**config.mk**
```make
export PLATFORM = sky130hd
export DESIGN_NAME = simd_acc_unit
export DESIGN_NICKNAME = d
export VERILOG_FILES = /design/src/rtl/simd_acc_pkg.sv /design/src/rtl/acc_lane_math.sv /design/src/rtl/acc_lane_reg.sv /design/src/rtl/simd_acc_unit.sv
export SDC_FILE = /design/constraint.sdc
export NUM_CORES = 2
export LEC_CHECK = 0
export ABC_AREA = 1
export ABC_CLOCK_PERIOD_IN_PS = 8250
export BUFFER_PORTS_ARGS = -buffer_cell sky130_fd_sc_hd__buf_2
export CAP_MARGIN = 15
export CORE_ASPECT_RATIO = 1.1
export CORE_MARGIN = 5
export CORE_UTILIZATION = 30
export CTS_CLUSTER_DIAMETER = 100
export DETAILED_ROUTE_END_ITERATION = 7
export PLACE_DENSITY = 0.51
export SETUP_SLACK_MARGIN = 0.3
export SLEW_MARGIN = 20
export SYNTH_ARGS = -nofsm -noshare
export SYNTH_HDL_FRONTEND = slang
export SYNTH_SLANG_ARGS = --single-unit
```
**constraint.sdc**
```tcl
create_clock -name clk -period 8.25 [get_ports clk]
set_input_delay 0.825 -clock clk [delete_from_list [all_inputs] [get_ports clk]]
set_output_delay 0.825 -clock clk [all_outputs]
set_load 0.005 [all_outputs]
```
**src/rtl/simd_acc_pkg.sv**
```systemverilog
package simd_acc_pkg;

    localparam int DATA_W     = 32;
    localparam int ACC_W      = 48;
    localparam int HIGH_SHIFT = ACC_W - DATA_W;
    localparam int SUM_W      = ACC_W + 2;
    localparam int CTRL_W     = 6;

    localparam logic [ACC_W-1:0] ACC_MAX = {1'b0, {(ACC_W-1){1'b1}}};
    localparam logic [ACC_W-1:0] ACC_MIN = {1'b1, {(ACC_W-1){1'b0}}};

    // Field order matches control bits 5 down to 0.
    typedef struct packed {
        logic ena;
        logic high;
        logic sgn;
        logic clr;
        logic wb;
        logic sub;
    } acc_ctrl_t;

    typedef struct packed {
        logic [ACC_W-1:0]  sat_val;
        logic [DATA_W-1:0] result;
        logic              store;
        logic [ACC_W-1:0]  store_val;
    } lane_out_t;

    // Extend the lane value to the wide intermediate width and align it.
    function automatic logic [SUM_W-1:0] widen_operand(
        input logic [DATA_W-1:0] data,
        input logic              sgn,
        input logic              high
    );
        logic [SUM_W-1:0] ext;
        if (sgn) begin
            ext = {{(SUM_W-DATA_W){data[DATA_W-1]}}, data};
        end else begin
            ext = {{(SUM_W-DATA_W){1'b0}}, data};
        end
        if (high) begin
            return ext << HIGH_SHIFT;
        end
        return ext;
    endfunction

    // Clamp the wide intermediate to the signed accumulator range.
    function automatic logic [ACC_W-1:0] clamp_sum(input logic [SUM_W-1:0] sum);
        logic [SUM_W-ACC_W:0] top;
        top = sum[SUM_W-1:ACC_W-1];
        if ((top == '0) || (top == '1)) begin
            return sum[ACC_W-1:0];
        end
        if (sum[SUM_W-1]) begin
            return ACC_MIN;
        end
        return ACC_MAX;
    endfunction

    function automatic logic [DATA_W-1:0] pick_window(
        input logic [ACC_W-1:0] val,
        input logic             high
    );
        if (high) begin
            return val[ACC_W-1:HIGH_SHIFT];
        end
        return val[DATA_W-1:0];
    endfunction

endpackage

```
**src/rtl/acc_lane_math.sv**
```systemverilog
module acc_lane_math
    import simd_acc_pkg::*;
(
    input  logic [ACC_W-1:0]  acc_q,
    input  logic [DATA_W-1:0] data,
    input  acc_ctrl_t         op,
    input  logic              first_phase,
    output lane_out_t         res
);

    logic             clear_hit;
    logic [ACC_W-1:0] base;
    logic [SUM_W-1:0] base_w;
    logic [SUM_W-1:0] operand;
    logic [SUM_W-1:0] sum;
    logic [ACC_W-1:0] sat;

    always_comb begin
        clear_hit = op.ena && op.clr && first_phase;
        base      = clear_hit ? '0 : acc_q;
        base_w    = {{(SUM_W-ACC_W){base[ACC_W-1]}}, base};
        operand   = widen_operand(data, op.sgn, op.high);
        sum       = op.sub ? (base_w - operand) : (base_w + operand);
        sat       = clamp_sum(sum);
    end

    always_comb begin
        res.sat_val = sat;
        if (op.ena) begin
            res.result = pick_window(sat, op.high);
        end else begin
            res.result = data;
        end
        res.store     = op.ena && (op.wb || clear_hit);
        res.store_val = op.wb ? sat : '0;
    end

endmodule

```
**src/rtl/acc_lane_reg.sv**
```systemverilog
module acc_lane_reg
    import simd_acc_pkg::*;
(
    input  logic              clk,
    input  logic              rst,
    input  logic              fire,
    input  lane_out_t         res,
    output logic [ACC_W-1:0]  acc_q,
    output logic [DATA_W-1:0] result_q
);

    always_ff @(posedge clk) begin
        if (rst) begin
            acc_q    <= '0;
            result_q <= '0;
        end else if (fire) begin
            result_q <= res.result;
            if (res.store) begin
                acc_q <= res.store_val;
            end
        end
    end

endmodule

```
**src/rtl/simd_acc_unit.sv**
```systemverilog
module simd_acc_unit
    import simd_acc_pkg::*;
#(
    parameter int LANES = 4
) (
    input  logic                    clk,
    input  logic                    rst,
    input  logic                    in_valid,
    input  logic                    first_phase,
    input  logic [CTRL_W-1:0]       ctrl,
    input  logic [LANES*DATA_W-1:0] lane_data,
    output logic                    out_valid,
    output logic [LANES*DATA_W-1:0] lane_result,
    output logic [LANES*ACC_W-1:0]  acc_state
);

    acc_ctrl_t op;
    assign op = acc_ctrl_t'(ctrl);

    always_ff @(posedge clk) begin
        if (rst) begin
            out_valid <= 1'b0;
        end else begin
            out_valid <= in_valid;
        end
    end

    for (genvar g = 0; g < LANES; g++) begin : g_lane
        lane_out_t         res;
        logic [ACC_W-1:0]  acc_q;
        logic [DATA_W-1:0] result_q;

        acc_lane_math i_math (
            .acc_q       (acc_q),
            .data        (lane_data[g*DATA_W +: DATA_W]),
            .op          (op),
            .first_phase (first_phase),
            .res         (res)
        );

        acc_lane_reg i_reg (
            .clk      (clk),
            .rst      (rst),
            .fire     (in_valid),
            .res      (res),
            .acc_q    (acc_q),
            .result_q (result_q)
        );

        assign acc_state[g*ACC_W +: ACC_W]      = acc_q;
        assign lane_result[g*DATA_W +: DATA_W] = result_q;
    end

endmodule

```
---- Yosys cells after proc, flatten, opt, wreduce, memory -nomap -nowiden ----
Cells that the tools add are included.
Widths: inputs -> output; s select.
cells by class
  muxes and demuxes ....................... 66
  eq/ne operators ......................... 4
  reduce and logical (&&, ||, !) cells .... 13
  $add $sub $neg .......................... 8
operators with widths
  kind                count
  $mux 48             24
  $mux 50             16
  $mux 32             12
  $add 50x50->50      4
  $sub 50x50->50      4
  $mux 1              14
  $eq 3x3->1 const B  4
  $logic_not 3->1     4
  $logic_or 1x1->1    5
  $logic_and 1x1->1   3
  $reduce_and 2->1    1
word-level totals
  input port bits ......................... 138
  flip-flop bits (word level) ............. 321

---- Depth between registers and ports, before layout ----
  word-level depth ........................ 14
  mapped depth ............................ 38

---- Modules after synthesis ----
Synthesis repeated with hierarchy kept, for this count alone.
second synthesis, totals
  cells, all modules ...................... 8153
  area, all modules ....................... 42933.7 µm²
by module, submodules not included
  module                                 instances  area each (µm²)  cells each
  acc_lane_math at g_lane[0].i_math ...  2          7846.3           1626
  acc_lane_math at g_lane[2].i_math ...  2          7504.7           1563
  acc_lane_reg                           4          3050.4           443
  simd_acc_unit                          1          30.0             3

---- Worst setup path before layout ----
OpenSTA, ideal clock, no wires.
  path type ............................... input-to-reg
  start point ............................. in ctrl[4]
  end point ............................... reg g_lane[3].i_reg.result_q[10]
  setup time .............................. 70 ps
  path buffers ............................ 4
  path slack .............................. 3451 ps
  arrival time ............................ 4729 ps
  stages .................................. 37
  cells stage by stage .................... buf_6 inv_6 buf_6 nand2_2 ha_1 nand3_1 nor2_1 nand3_1 nor2_1 nand2_1 nor2_2 nand2_1 nand2_1 nand2_1 or2_1 nor2_1 o21ai_1 xnor2_1 ha_1 nand2_1 inv_1 nand2_1 nor3_1 nand2_1 nor2_1 nand2_1 nand3_1 nand2_1 nand2_1 nand2_1 nand3_1 buf_4 buf_6 nand2_1 nand3_1 nand3_1 a21oi_1
on the way
  word-level cells in the longest chain between the ends .. 11
RTL lines
  item                                                     RTL line                                RTL
  start, declared                                          simd_acc_unit.sv:10                     input logic [CTRL_W-1:0] ctrl,
  $mux 1 *                                                 simd_acc_pkg.sv:41, simd_acc_pkg.sv:64
  $mux 50                                                  simd_acc_pkg.sv:44                      return ext;
  $add 50x50->50 / $sub 50x50->50 (equally long branches)  acc_lane_math.sv:23                     sum = op.sub ? (base_w - operand) : (base_w + operand);
  $mux 50                                                  acc_lane_math.sv:23
  $eq 3x3->1, or another cell as far along                 simd_acc_pkg.sv:51                      if ((top == '0) || (top == '1)) begin
  $logic_or 1x1->1, or another cell as far along           simd_acc_pkg.sv:51
  $mux 1 / $mux 48 (equally long branches)                 simd_acc_pkg.sv:51, simd_acc_pkg.sv:57
  $mux 48                                                  simd_acc_pkg.sv:54                      if (sum[SUM_W-1]) begin
  $mux 32                                                  simd_acc_pkg.sv:64                      if (high) begin
  $mux 32 *                                                simd_acc_pkg.sv:67                      return val[DATA_W-1:0];
  $mux 32 *                                                acc_lane_math.sv:29                     if (op.ena) begin
  end signal, assigned                                     acc_lane_reg.sv:17                      result_q <= res.result;
  end, declared                                            acc_lane_reg.sv:9                       output logic [DATA_W-1:0] result_q
Every way passes the cells marked *; elsewhere a longest branch is shown, timed or not. The select of a mux whose other input is x is not followed.
A chain may end at the register's enable or synchronous reset.

---- Final worst setup path ----
  start point ............................. in ctrl[4]
  end point ............................... reg g_lane[1].i_reg.result_q[15]
on the way
  word-level cells in the longest chain between the ends .. 11
RTL lines
  item                                                     RTL line
  $mux 1 *                                                 simd_acc_pkg.sv:41, simd_acc_pkg.sv:64
  $mux 50                                                  simd_acc_pkg.sv:44
  $add 50x50->50 / $sub 50x50->50 (equally long branches)  acc_lane_math.sv:23
  $mux 50                                                  acc_lane_math.sv:23
  $eq 3x3->1, or another cell as far along                 simd_acc_pkg.sv:51
  $logic_or 1x1->1, or another cell as far along           simd_acc_pkg.sv:51
  $mux 1 / $mux 48 (equally long branches)                 simd_acc_pkg.sv:51, simd_acc_pkg.sv:57
  $mux 48                                                  simd_acc_pkg.sv:54
  $mux 32                                                  simd_acc_pkg.sv:64
  $mux 32 *                                                simd_acc_pkg.sv:67
  $mux 32 *                                                acc_lane_math.sv:29
  end signal, assigned                                     acc_lane_reg.sv:17
  end, declared                                            acc_lane_reg.sv:9
Marks and branches as above.

==> run summary <==
status: finished, final reports clean
CP dominant cell by count: nand2_1
Syn Std Cell Area: 38520 µm²
max cap viols: 0
Hold Path Depth: 2
clock sink count: 321
# placed instances: 8933
remaining antenna violation count: 0
Mapped Avg Cell Area: 5.458 µm²
Longest Clk Path Bufs: 3
I/O pins: 459
row cnt: 138
Tot GR Track Use: 0.3030
storage element area: 6426 µm²
Cell Count, Final, Fillers Out: 9016
CTS Hold Bufs: 0
PortBufs: 458
vias in the first global route: 45430
dpl cell area: 41940 µm²
Setup crit end kind: flop
Crit Path Category: in -> reg
fillcell total: 14910
Distinct cells, synth: 46
hold_sp: g_lane[2].i_reg.acc_q[36]
Leak: 23.54 nW
DR WL/cell: 23.86 µm
TritonCTS Buffers: 45
Data required, critical path: 8830 ps
Synth Warn #: 0
layout cells sized above 1: 0.08549
P&R area growth vs syn: 12.95%
Worst-path clk slew: 60 ps
H-tree depth: 2
fin area: 43510 µm²
reg-to-reg setup timing slack: 3660 ps
final RePlAce weighted congestion: 1.009
most common cell after layout, fill and taps aside: nand2_1
Critical Path AT: 7610 ps
reg2reg start: g_lane[1].i_reg.acc_q[0]
Initial Utilization: 0.3007
Slew Limit Fails: 0
footprint of the multi-input gates: 27270 µm²
hold_ws: 473.7 ps
dpl hpwl: 173.2 mm
routing usage on met3: 0.04729
Setup violations, final: 0
Final nets: 7642
WHS Endpoint: g_lane[2].i_reg.acc_q[36]
RSZ-0062 raised after global routing: no
most frequent cells in the layout: 2417 x nand2_1, 892 x inv_1, 715 x a21oi_1
busiest grt layer: met2
PwrDens: 170.5 nW/µm²
final hold violation count: 0
fmax: 142.2 MHz
met2 GRT Util: 0.4950
Worst-Margin Slew: 1031 ps
# Post-CTS Setup Buffers: 0
flops & latches, synth: 321
Initial DRC Count: 4780
Main synth FF type: dfxtp_1
area of the die: 135700 µm²
path depth of the worst reg2reg path: 22
number of synthesized flops with an enable pin: 0
Util after Layout: 0.3396
peak supply drop: 0.0001519 V
Startpoint Class: input port
TritonCTS clock tree: done
Cells after Synth: 7058
total gr overflow: 0
initial antenna violation count: 9
worst-skew pair later-pin latency: 650 ps
sum of negative setup slack: 0 ps
drt total wl: 215.1 mm
worst-path maximum fanout: 69
post-CTS sizing: 0
Worst R2R End: g_lane[1].i_reg.result_q[15]
Die W: 351.7 µm
type of the worst min-delay path: reg -> reg
largest net degree at the start of global routing: 101
CP peak stage delay: 390 ps
Via-to-Cell Ratio: 5.305
Initial DRT Pass Iterations: 7
Slowest-stage cell, CP: buf_4
Slew Limit Headroom: 0.3126
register area share after synthesis: 0.1668
asr flop ratio synth: 0
part of the cycle the worst path needs: 0.8524
via count: 47830
worst clock skew: 22.15 ps
clk root buf: clkbuf_16
Die Ht: 385.8 µm
CORE AREA: 128100 µm²
# DRC: 0
first-pass GRT wire length: 308.8 mm
syn nets: 7400
grt met1 use: 0.4061
minimum clock period: 7032 ps
metal layers:
metal	vias up	routed length [µm]	part of all wire
met5	-	58	0.00027
met4	10	8653	0.040
met3	354	16980	0.079
met2	2126	96460	0.45
met1	22420	92970	0.43
li1	22920	-	-
where the power goes:
group          internal [W]  switching (W)  leakage [nW]
Clock               0.00129       0.000880         0.769
Sequential          0.00167       0.000113          2.64
Combinational      0.000963        0.00251          20.1
critical path, delay by kind of cell:
kind	cells	cell delay, ps
fa+ha+maj	1	360
simple gates	24	3780
xor+xnor	1	210
buf+inv	7	1860
compound gates	2	360
Yosys cell counts (8+ instances only):
master    number  area [µm²]
clkbuf_1     178       668.1
o21ai_1       19       95.09
nor2_1       616        2312
dfxtp_1      321        6426
o21bai_1      47       352.8
buf_2         55       275.3
inv_1        897        3367
nor2_2        10       62.56
nor3_1        81       405.4
nor4_1        16       100.1
buf_6         26       292.8
nand2_1     2420        9084
buf_1         28       105.1
a21oi_1      715        3578
nand2_2       10       62.56
buf_4         22       165.2
nand4_1       52       325.3
o21ai_0      306        1531
ha_1         200        2502
a31oi_1       22       137.6
a21o_1         8       60.06
nand3_1      594        2973
xor2_1       240        2102
xnor2_1      121        1060
worst max-delay path by stage:
stage | startpoint | end | slack (ps) | cells after the start
after floorplan | ctrl[4] | g_lane[3].i_reg.result_q[10] | 3450 | 37
after global placement | ctrl[4] | g_lane[1].i_reg.result_q[23] | 700 | 35
after detailed placement | ctrl[4] | g_lane[1].i_reg.result_q[23] | 780 | 35
after CTS | ctrl[4] | g_lane[1].i_reg.result_q[23] | 1460 | 34
after global routing | ctrl[4] | g_lane[1].i_reg.result_q[23] | 730 | 37
final | ctrl[4] | g_lane[1].i_reg.result_q[15] | 1220 | 35
cell families after synthesis:
logic type               after synthesis  synth area share
flip-flops                           321            0.1668
XOR/XNOR                             361           0.08207
AND/OR/NAND/NOR                     3819            0.4019
buffers and inverters               1208            0.1268
adder cells (fa/ha/maj)              204           0.06703
AO/OA/AOI/OAI                       1145            0.1554
flip-flops by register name, summed over array words and instances (netlist names):
signal,cells
g_lane.i_reg.acc_q,192
g_lane.i_reg.result_q,128
out_valid,1
cell type report:
| class | count | area share |
|---|---|---|
| Antenna cell | 2 | 0.0001150 |
| Clock buffer | 67 | 0.03128 |
| Clock inverter | 14 | 0.004859 |
| Inverter | 899 | 0.07807 |
| Multi-Input combinational cell | 5529 | 0.6268 |
| Sequential cell | 321 | 0.1477 |
| Tap cell | 1680 | 0.04831 |
| Timing Repair Buffer | 504 | 0.06288 |
stage by stage:
| step | setup slack, ps | total power, W |
|---|---|---|
| 6_report | 1218 | 0.007421 |
| 5_1_grt | 731.3 | 0.007799 |
| 2_1_floorplan | 3451 | 0.003891 |
| 3_5_place_dp | 779.8 | 0.005203 |
| 4_1_cts | 1456 | 0.007407 |
| 3_3_place_gp | 698.4 | 0.005237 |
Power figures use the tool's default switching activity.
